## src/rtl/lbf_pkg.sv

```systemverilog
package lbf_pkg;

    typedef enum logic [1:0] {
        SZ_BYTE = 2'd0,
        SZ_HALF = 2'd1,
        SZ_LONG = 2'd2,
        SZ_RSVD = 2'd3
    } op_size_e;

    typedef enum logic [1:0] {
        ST_IDLE  = 2'd0,
        ST_LEAD  = 2'd1,
        ST_BURST = 2'd2,
        ST_TRAIL = 2'd3
    } fill_state_e;

    // Operand length in bytes; the reserved code is treated as a long word.
    function automatic logic [2:0] size_bytes(input op_size_e s);
        logic [2:0] n;
        unique case (s)
            SZ_BYTE: n = 3'd1;
            SZ_HALF: n = 3'd2;
            SZ_LONG: n = 3'd4;
            SZ_RSVD: n = 3'd4;
        endcase
        return n;
    endfunction

endpackage

```

## src/rtl/lbf_split.sv

```systemverilog
// Decodes whether an operand straddles two long words and whether the
// second long word lives in the next cache line.
module lbf_split
    import lbf_pkg::*;
#(
    parameter int ADDR_W     = 32,
    parameter int LINE_WORDS = 4
) (
    input  logic [ADDR_W-1:0] addr,
    input  logic [1:0]        size,
    output logic              split,
    output logic              xline,
    output logic [ADDR_W-1:0] addr_next
);

    localparam int WSEL_W = $clog2(LINE_WORDS);
    localparam int HI_W   = ADDR_W - 2;

    logic [3:0] span;
    logic       line_end;

    always_comb begin
        span      = {2'b00, addr[1:0]} + {1'b0, size_bytes(op_size_e'(size))};
        split     = span > 4'd4;
        line_end  = &addr[WSEL_W+1:2];
        xline     = split && line_end;
        addr_next = {addr[ADDR_W-1:2] + HI_W'(1), 2'b00};
    end

endmodule

```

## src/rtl/lbf_beat.sv

```systemverilog
// Counts burst beats; beat 0 is the initiating cycle.
module lbf_beat #(
    parameter int LINE_WORDS = 4,
    parameter int WSEL_W     = $clog2(LINE_WORDS)
) (
    input  logic              clk,
    input  logic              rst_n,
    input  logic              load,
    input  logic              step,
    output logic [WSEL_W-1:0] cnt,
    output logic              last
);

    always_ff @(posedge clk or negedge rst_n) begin
        if (!rst_n) begin
            cnt <= '0;
        end else if (load) begin
            cnt <= WSEL_W'(1);
        end else if (step) begin
            cnt <= cnt + WSEL_W'(1);
        end
    end

    assign last = (cnt == WSEL_W'(LINE_WORDS - 1));

endmodule

```

## src/rtl/lbf_wrap.sv

```systemverilog
// Word select for a beat: start word plus beat, wrapping within the line.
module lbf_wrap #(
    parameter int WSEL_W = 2
) (
    input  logic [WSEL_W-1:0] start_word,
    input  logic [WSEL_W-1:0] beat,
    output logic [WSEL_W-1:0] word
);

    assign word = start_word + beat;

endmodule

```

## src/rtl/line_burst_fill.sv

```systemverilog
module line_burst_fill
    import lbf_pkg::*;
#(
    parameter int ADDR_W     = 32,
    parameter int DATA_W     = 32,
    parameter int LINE_WORDS = 4,
    parameter int IDX_W      = 8
) (
    input  logic                          clk,
    input  logic                          rst_n,
    input  logic                          req_valid,
    input  logic [ADDR_W-1:0]             req_addr,
    input  logic [1:0]                    req_size,
    output logic                          req_ready,
    output logic                          bus_req,
    output logic [ADDR_W-1:0]             bus_addr,
    output logic                          bus_burst_req,
    input  logic                          bus_burst_ack,
    input  logic                          bus_term,
    input  logic                          bus_abort,
    input  logic [DATA_W-1:0]             bus_rdata,
    output logic                          cwr_en,
    output logic [IDX_W-1:0]              cwr_index,
    output logic [$clog2(LINE_WORDS)-1:0] cwr_word,
    output logic [DATA_W-1:0]             cwr_data,
    output logic                          cwr_valid,
    output logic                          first_rdy,
    output logic                          op_done,
    output logic                          op_err
);

    localparam int WSEL_W = $clog2(LINE_WORDS);
    localparam int OFF_W  = WSEL_W + 2;

    fill_state_e       state, nxt;
    logic [ADDR_W-1:0] op_addr;
    logic [1:0]        op_size;
    logic              second, nxt_second;

    logic              split_op, xline_op;
    logic [ADDR_W-1:0] addr_next;
    logic [ADDR_W-1:0] cur_addr;

    logic              beat_load, beat_step;
    logic [WSEL_W-1:0] beat_cnt;
    logic              beat_last;
    logic [WSEL_W-1:0] beat_sel;
    logic [WSEL_W-1:0] word_sel;

    logic              accept;
    logic              ok_end;
    logic              bad_end;
    logic              lead_burst;
    logic              trail_burst;
    logic              lost_second;

    lbf_split #(
        .ADDR_W     (ADDR_W),
        .LINE_WORDS (LINE_WORDS)
    ) u_split (
        .addr      (op_addr),
        .size      (op_size),
        .split     (split_op),
        .xline     (xline_op),
        .addr_next (addr_next)
    );

    lbf_beat #(
        .LINE_WORDS (LINE_WORDS),
        .WSEL_W     (WSEL_W)
    ) u_beat (
        .clk   (clk),
        .rst_n (rst_n),
        .load  (beat_load),
        .step  (beat_step),
        .cnt   (beat_cnt),
        .last  (beat_last)
    );

    lbf_wrap #(
        .WSEL_W (WSEL_W)
    ) u_wrap (
        .start_word (cur_addr[OFF_W-1:2]),
        .beat       (beat_sel),
        .word       (word_sel)
    );

    // Shared decode used by the next-state and output processes.
    always_comb begin
        accept      = (state == ST_IDLE) && req_valid;
        bad_end     = bus_abort;
        ok_end      = bus_term && !bus_abort;
        cur_addr    = second ? addr_next : op_addr;
        beat_sel    = (state == ST_BURST) ? beat_cnt : '0;
        lead_burst  = !(split_op && xline_op);
        trail_burst = xline_op;
        // Only beat 1 of a first-portion burst carries the operand's second word.
        lost_second = bad_end && (beat_cnt == WSEL_W'(1));
    end

    // State register
    always_ff @(posedge clk or negedge rst_n) begin
        if (!rst_n) begin
            state   <= ST_IDLE;
            op_addr <= '0;
            op_size <= 2'd0;
            second  <= 1'b0;
        end else begin
            state  <= nxt;
            second <= nxt_second;
            if (accept) begin
                op_addr <= req_addr;
                op_size <= req_size;
            end
        end
    end

    // Next-state process
    always_comb begin
        nxt        = state;
        nxt_second = second;
        beat_load  = 1'b0;
        beat_step  = 1'b0;
        unique case (state)
            ST_IDLE: begin
                if (accept) begin
                    nxt        = ST_LEAD;
                    nxt_second = 1'b0;
                end
            end
            ST_LEAD: begin
                if (bad_end) begin
                    nxt = ST_IDLE;
                end else if (ok_end) begin
                    if (lead_burst && bus_burst_ack) begin
                        nxt       = ST_BURST;
                        beat_load = 1'b1;
                    end else if (split_op) begin
                        nxt        = ST_TRAIL;
                        nxt_second = 1'b1;
                    end else begin
                        nxt = ST_IDLE;
                    end
                end
            end
            ST_BURST: begin
                if (bad_end || (ok_end && beat_last)) begin
                    if (!second && split_op && lost_second) begin
                        nxt        = ST_TRAIL;
                        nxt_second = 1'b1;
                    end else begin
                        nxt = ST_IDLE;
                    end
                end else if (ok_end) begin
                    beat_step = 1'b1;
                end
            end
            ST_TRAIL: begin
                if (bad_end) begin
                    nxt = ST_IDLE;
                end else if (ok_end) begin
                    if (trail_burst && bus_burst_ack) begin
                        nxt       = ST_BURST;
                        beat_load = 1'b1;
                    end else begin
                        nxt = ST_IDLE;
                    end
                end
            end
        endcase
    end

    // Output process
    always_comb begin
        req_ready     = 1'b0;
        bus_req       = 1'b0;
        bus_burst_req = 1'b0;
        first_rdy     = 1'b0;
        op_err        = 1'b0;
        unique case (state)
            ST_IDLE: begin
                req_ready = 1'b1;
            end
            ST_LEAD: begin
                bus_req       = 1'b1;
                bus_burst_req = lead_burst;
                first_rdy     = ok_end;
                op_err        = bad_end;
            end
            ST_BURST: begin
                bus_req       = 1'b1;
                bus_burst_req = 1'b1;
            end
            ST_TRAIL: begin
                bus_req       = 1'b1;
                bus_burst_req = trail_burst;
                op_err        = bad_end;
            end
        endcase
        bus_addr  = cur_addr;
        cwr_en    = bus_req && (bus_term || bus_abort);
        cwr_valid = bus_req && ok_end;
        cwr_index = cur_addr[OFF_W +: IDX_W];
        cwr_word  = word_sel;
        cwr_data  = bus_rdata;
        op_done   = bus_req && (nxt == ST_IDLE);
    end

endmodule

```

## config.mk

```make
export PLATFORM = sky130hd
export DESIGN_NAME = line_burst_fill
export DESIGN_NICKNAME = d
export VERILOG_FILES = /design/src/rtl/lbf_pkg.sv /design/src/rtl/lbf_split.sv /design/src/rtl/lbf_beat.sv /design/src/rtl/lbf_wrap.sv /design/src/rtl/line_burst_fill.sv
export SDC_FILE = /design/constraint.sdc
export NUM_CORES = 1
export LEC_CHECK = 0
export BUFFER_PORTS_ARGS = -buffer_cell sky130_fd_sc_hd__buf_2
export CORE_ASPECT_RATIO = 2
export CORE_MARGIN = 8
export CORE_UTILIZATION = 45
export CTS_CLUSTER_SIZE = 14
export DETAILED_ROUTE_END_ITERATION = 8
export GPL_TIMING_DRIVEN = 0
export PLACE_DENSITY_LB_ADDON = 0.08
export SKIP_CTS_REPAIR_TIMING = 1
export SLEW_MARGIN = 20
export SYNTH_ARGS = -nofsm -noshare
export SYNTH_HDL_FRONTEND = slang
export SYNTH_SLANG_ARGS = --single-unit
```

## constraint.sdc

```tcl
create_clock -name clk -period 2.57 [get_ports clk]
set_input_delay 0.257 -clock clk [delete_from_list [all_inputs] [get_ports clk]]
set_output_delay 0.257 -clock clk [all_outputs]
set_load 0.1 [all_outputs]
```

==> results.md <==
- GRT Util Overall: between 10% and 20%
- CP endpoint kind: output pin
- HP Class: in -> async
- WL/cell: around 18 microns
- Critical path type: reg -> out
- Clk_lat worst skew: 0.28 ns
- Gpl congestion: around 0.98
- HPWL Detailed: 6510 microns
- Global route overflow: 0
- Post-synth EDFFs: 0
- Clock tree buffer depth: 2
- Status: finished, violations left
- CTS tree: built
- Distinct cells, synth: 37
- # Max-Cap Violations: 0
- Clk pin slew, worst setup/hold paths: 0.06 ns
- Final Hold Viols: 0
- Worst-path maximum fanout: 5
- Post-Syn Area: ~2700 sq um
- Vias in the first global route: about 2,500
- Worst slew pin tran: around 0.89 ns
- Final setup violation count: 7
- Die W: just over 70 microns
- Layout cells sized above 1: a little under three quarters
- Routed wire length: roughly 8400 microns
- Largest net degree at the start of global routing: 40
- Synthesized instance count: approximately 270
- Yosys reg bits: 39
- Ys Warns: 0
- Critical Path Source Type: flop
- Max-slew headroom: just over 40%
- Via density: 5.18
- CTS sink count: 39
- Setup WS pre-CTS: -0.409 ns
- Worst reg2reg path depth: 9
- Synth Flop Type: dfrtp_1
- Placed cells: roughly 450
- Total die area: approximately 9000 sq um
- Post-synth ARST share: between 90% and 100%
- Final Skew: ~0.0037 ns
- Cts bufs inserted: 5
- Critical Path RT: ~2.3 ns
- GR Util met2: 36.0%
- PortBufs: between 100 and 150
- Area grow syn2layout: 64.7%
- Routed Antenna Nets: 0
- I/O pin total: roughly 150
- Register area share after synthesis: between 30% and 40%
- Met3 Use GR: about 6.4%
- Cell Area, Placed: a little under 4000 sq um
- Global-route wire length before repair: roughly 12,000 microns
- WP data arrival: 2.71 ns
- Failing checks: setup timing
- DR iter-0 viols: 47
- Final hold slack: 0.0955 ns
- # rows: 40
- NumNets Final: 499
- Post-route insts no fill: 480
- Most Used Layer, Global Route: met2
- Met1 GRT Util: 14.0%
- DRC: 0
- Chip height: approximately 130 microns
- Fill cells: between 400 and 500
- Pre-Repair DR Iteration Count: 4
- Vias: ~2,500
- Max frequency: roughly 340 MHz
- Mapped Nets: 352
- Diodes inserted: 0
- Period minus WS final: ~3 ns
- Tcrit/Tclk final: 115%
- Post-Synthesis Mean Instance Area: 10.2 sq um
- Initial antenna violation count: 0
- Final Cell Area: about 4500 sq um
- CORE AREA: just under 6000 sq um
- Starting Density: between 40% and 50%
- H-Tree Depth: 2
- Final WS setup: -0.397 ns
- Slew Limit Fails: 0
- Unrepaired setup endpoints after global routing: true
- Clk root buf: clkbuf_16
==> routing by layer <==
layer  part of all wire [%]  vias up
met5                      0        -
met1                     29     1201
met2                     61       95
li1                       -     1174
met3                    8.1       14
met4                    1.8        0
==> worst paths after layout <==
| kind | slack, ns | startpoint | end |
|---|---|---|---|
| worst min register to register | 0.56 | op_addr[10] | op_addr[10] |
| worst max-delay path | -0.40 | op_size[1] | op_done |
| worst max register to register | 0.09 | op_size[1] | second |
| min in group clk | 0.20 | req_addr[1] | op_addr[1] |
| max in group asynchronous | 1.85 | rst_n | op_addr[12] |
| worst min-delay path | 0.1 | rst_n | op_addr[0] |
==> through the flow <==
| stage | utilization (%) | TNS, ns |
|---|---|---|
| 2_1_floorplan | - | -1.86 |
| 3_3_place_gp | 64.5 | -2.27 |
| 3_5_place_dp | 64.5 | -2.43 |
| 4_1_cts | 67.0 | -8.64 |
| 5_1_grt | 75.6 | -2.04 |
| 6_report | 75.6 | -0.877 |
==> registers in the layout (all words and copies together), names as in the netlist <==
name,cells
u_beat.cnt,2
op_addr,32
state,2
second,1
op_size,2
==> worst max-delay path, stage by stage (launching register included) <==
cell and delay (ns):
dfrtp_2 0.46, nor2_2 0.10, ha_2 0.19, fa_2 0.45, nor2_4 0.14, o22ai_4 0.10
a32o_2 0.27, a221oi_2 0.32, nor2b_4 0.22, buf_12 0.18
==> cells by family (layout without fill, tap and decap cells) <==
| logic type | after synthesis | after routing | share of synthesized area [%] |
|---|---|---|---|
| AOI/OAI and AO/OA | 17 | 17 | 4.35 |
| xor gates and xnor gates | 33 | 33 | 10.6 |
| adders and majority gates | 11 | 11 | 5.31 |
| buffers and inverters | 55 | 203 | 13.2 |
| DFF | 39 | 39 | 35.7 |
| muxes | 38 | 38 | 15.6 |
| and+or+nand+nor | 76 | 76 | 15.2 |
==> Yosys cell counts, types with 2 or more instances <==
library cell  instances  area share (%)
dfrtp_1              39              36
and3_1                3            0.69
ha_1                 10             4.6
a21oi_1               3            0.55
buf_4                41              11
nand2_1              19             2.6
nor2_1               17             2.3
o21ai_0               3            0.55
inv_1                 8             1.1
a31oi_1               3            0.69
nand3_1               8             1.5
mux2i_1               2            0.73
xor2_1               10             3.2
clkbuf_1              5            0.69
nand4_1               9             2.1
nand2b_1              3            0.69
mux2_2               36              15
xnor2_1              23             7.4
o22ai_1               2            0.46
nor2b_1               6             1.4
and2_1                2            0.46
and4_1                2            0.64
==> placed cells by master, fill, tap and decap left out, types with 3 or more instances in the layout <==
cell type  netlist  layout
nor2_1          17      12
nand2b_1         3       3
buf_6            0       5
ha_1            10       7
and3_1           3       3
inv_1            8       7
dfrtp_2          0      12
xor2_2           0       7
buf_12           0      10
xnor2_1         23       4
mux2_2          36      36
xnor2_4          0      11
xnor2_2          0       8
nor2_2           0       3
nand2_2          1       4
nor2b_1          6       4
nand3_4          0       5
nand4_1          9       9
buf_2            1     100
o21ai_0          3       3
clkbuf_16        0       5
dfrtp_1         39      27
a31oi_1          3       3
buf_4           41      65
clkbuf_1         5       5
nand2_1         19      15
==> final cells by class <==
class / count / area, sq um / share of cell area, %
Multi-Input combinational cell: 175 / 1960 / 43.6
Sequential cell: 39 / 991 / 22.0
Timing Repair Buffer: 141 / 952 / 21.2
Buffer: 46 / 337 / 7.48
Clock buffer: 7 / 143 / 3.17
Tap cell: 63 / 78.8 / 1.75
Inverter: 8 / 33.8 / 0.751
Clock inverter: 1 / 5.00 / 0.111
Power is left out: the tool's default activity adds up to more than one toggle a clock period on the data nets, which glitch-free logic cannot reach.
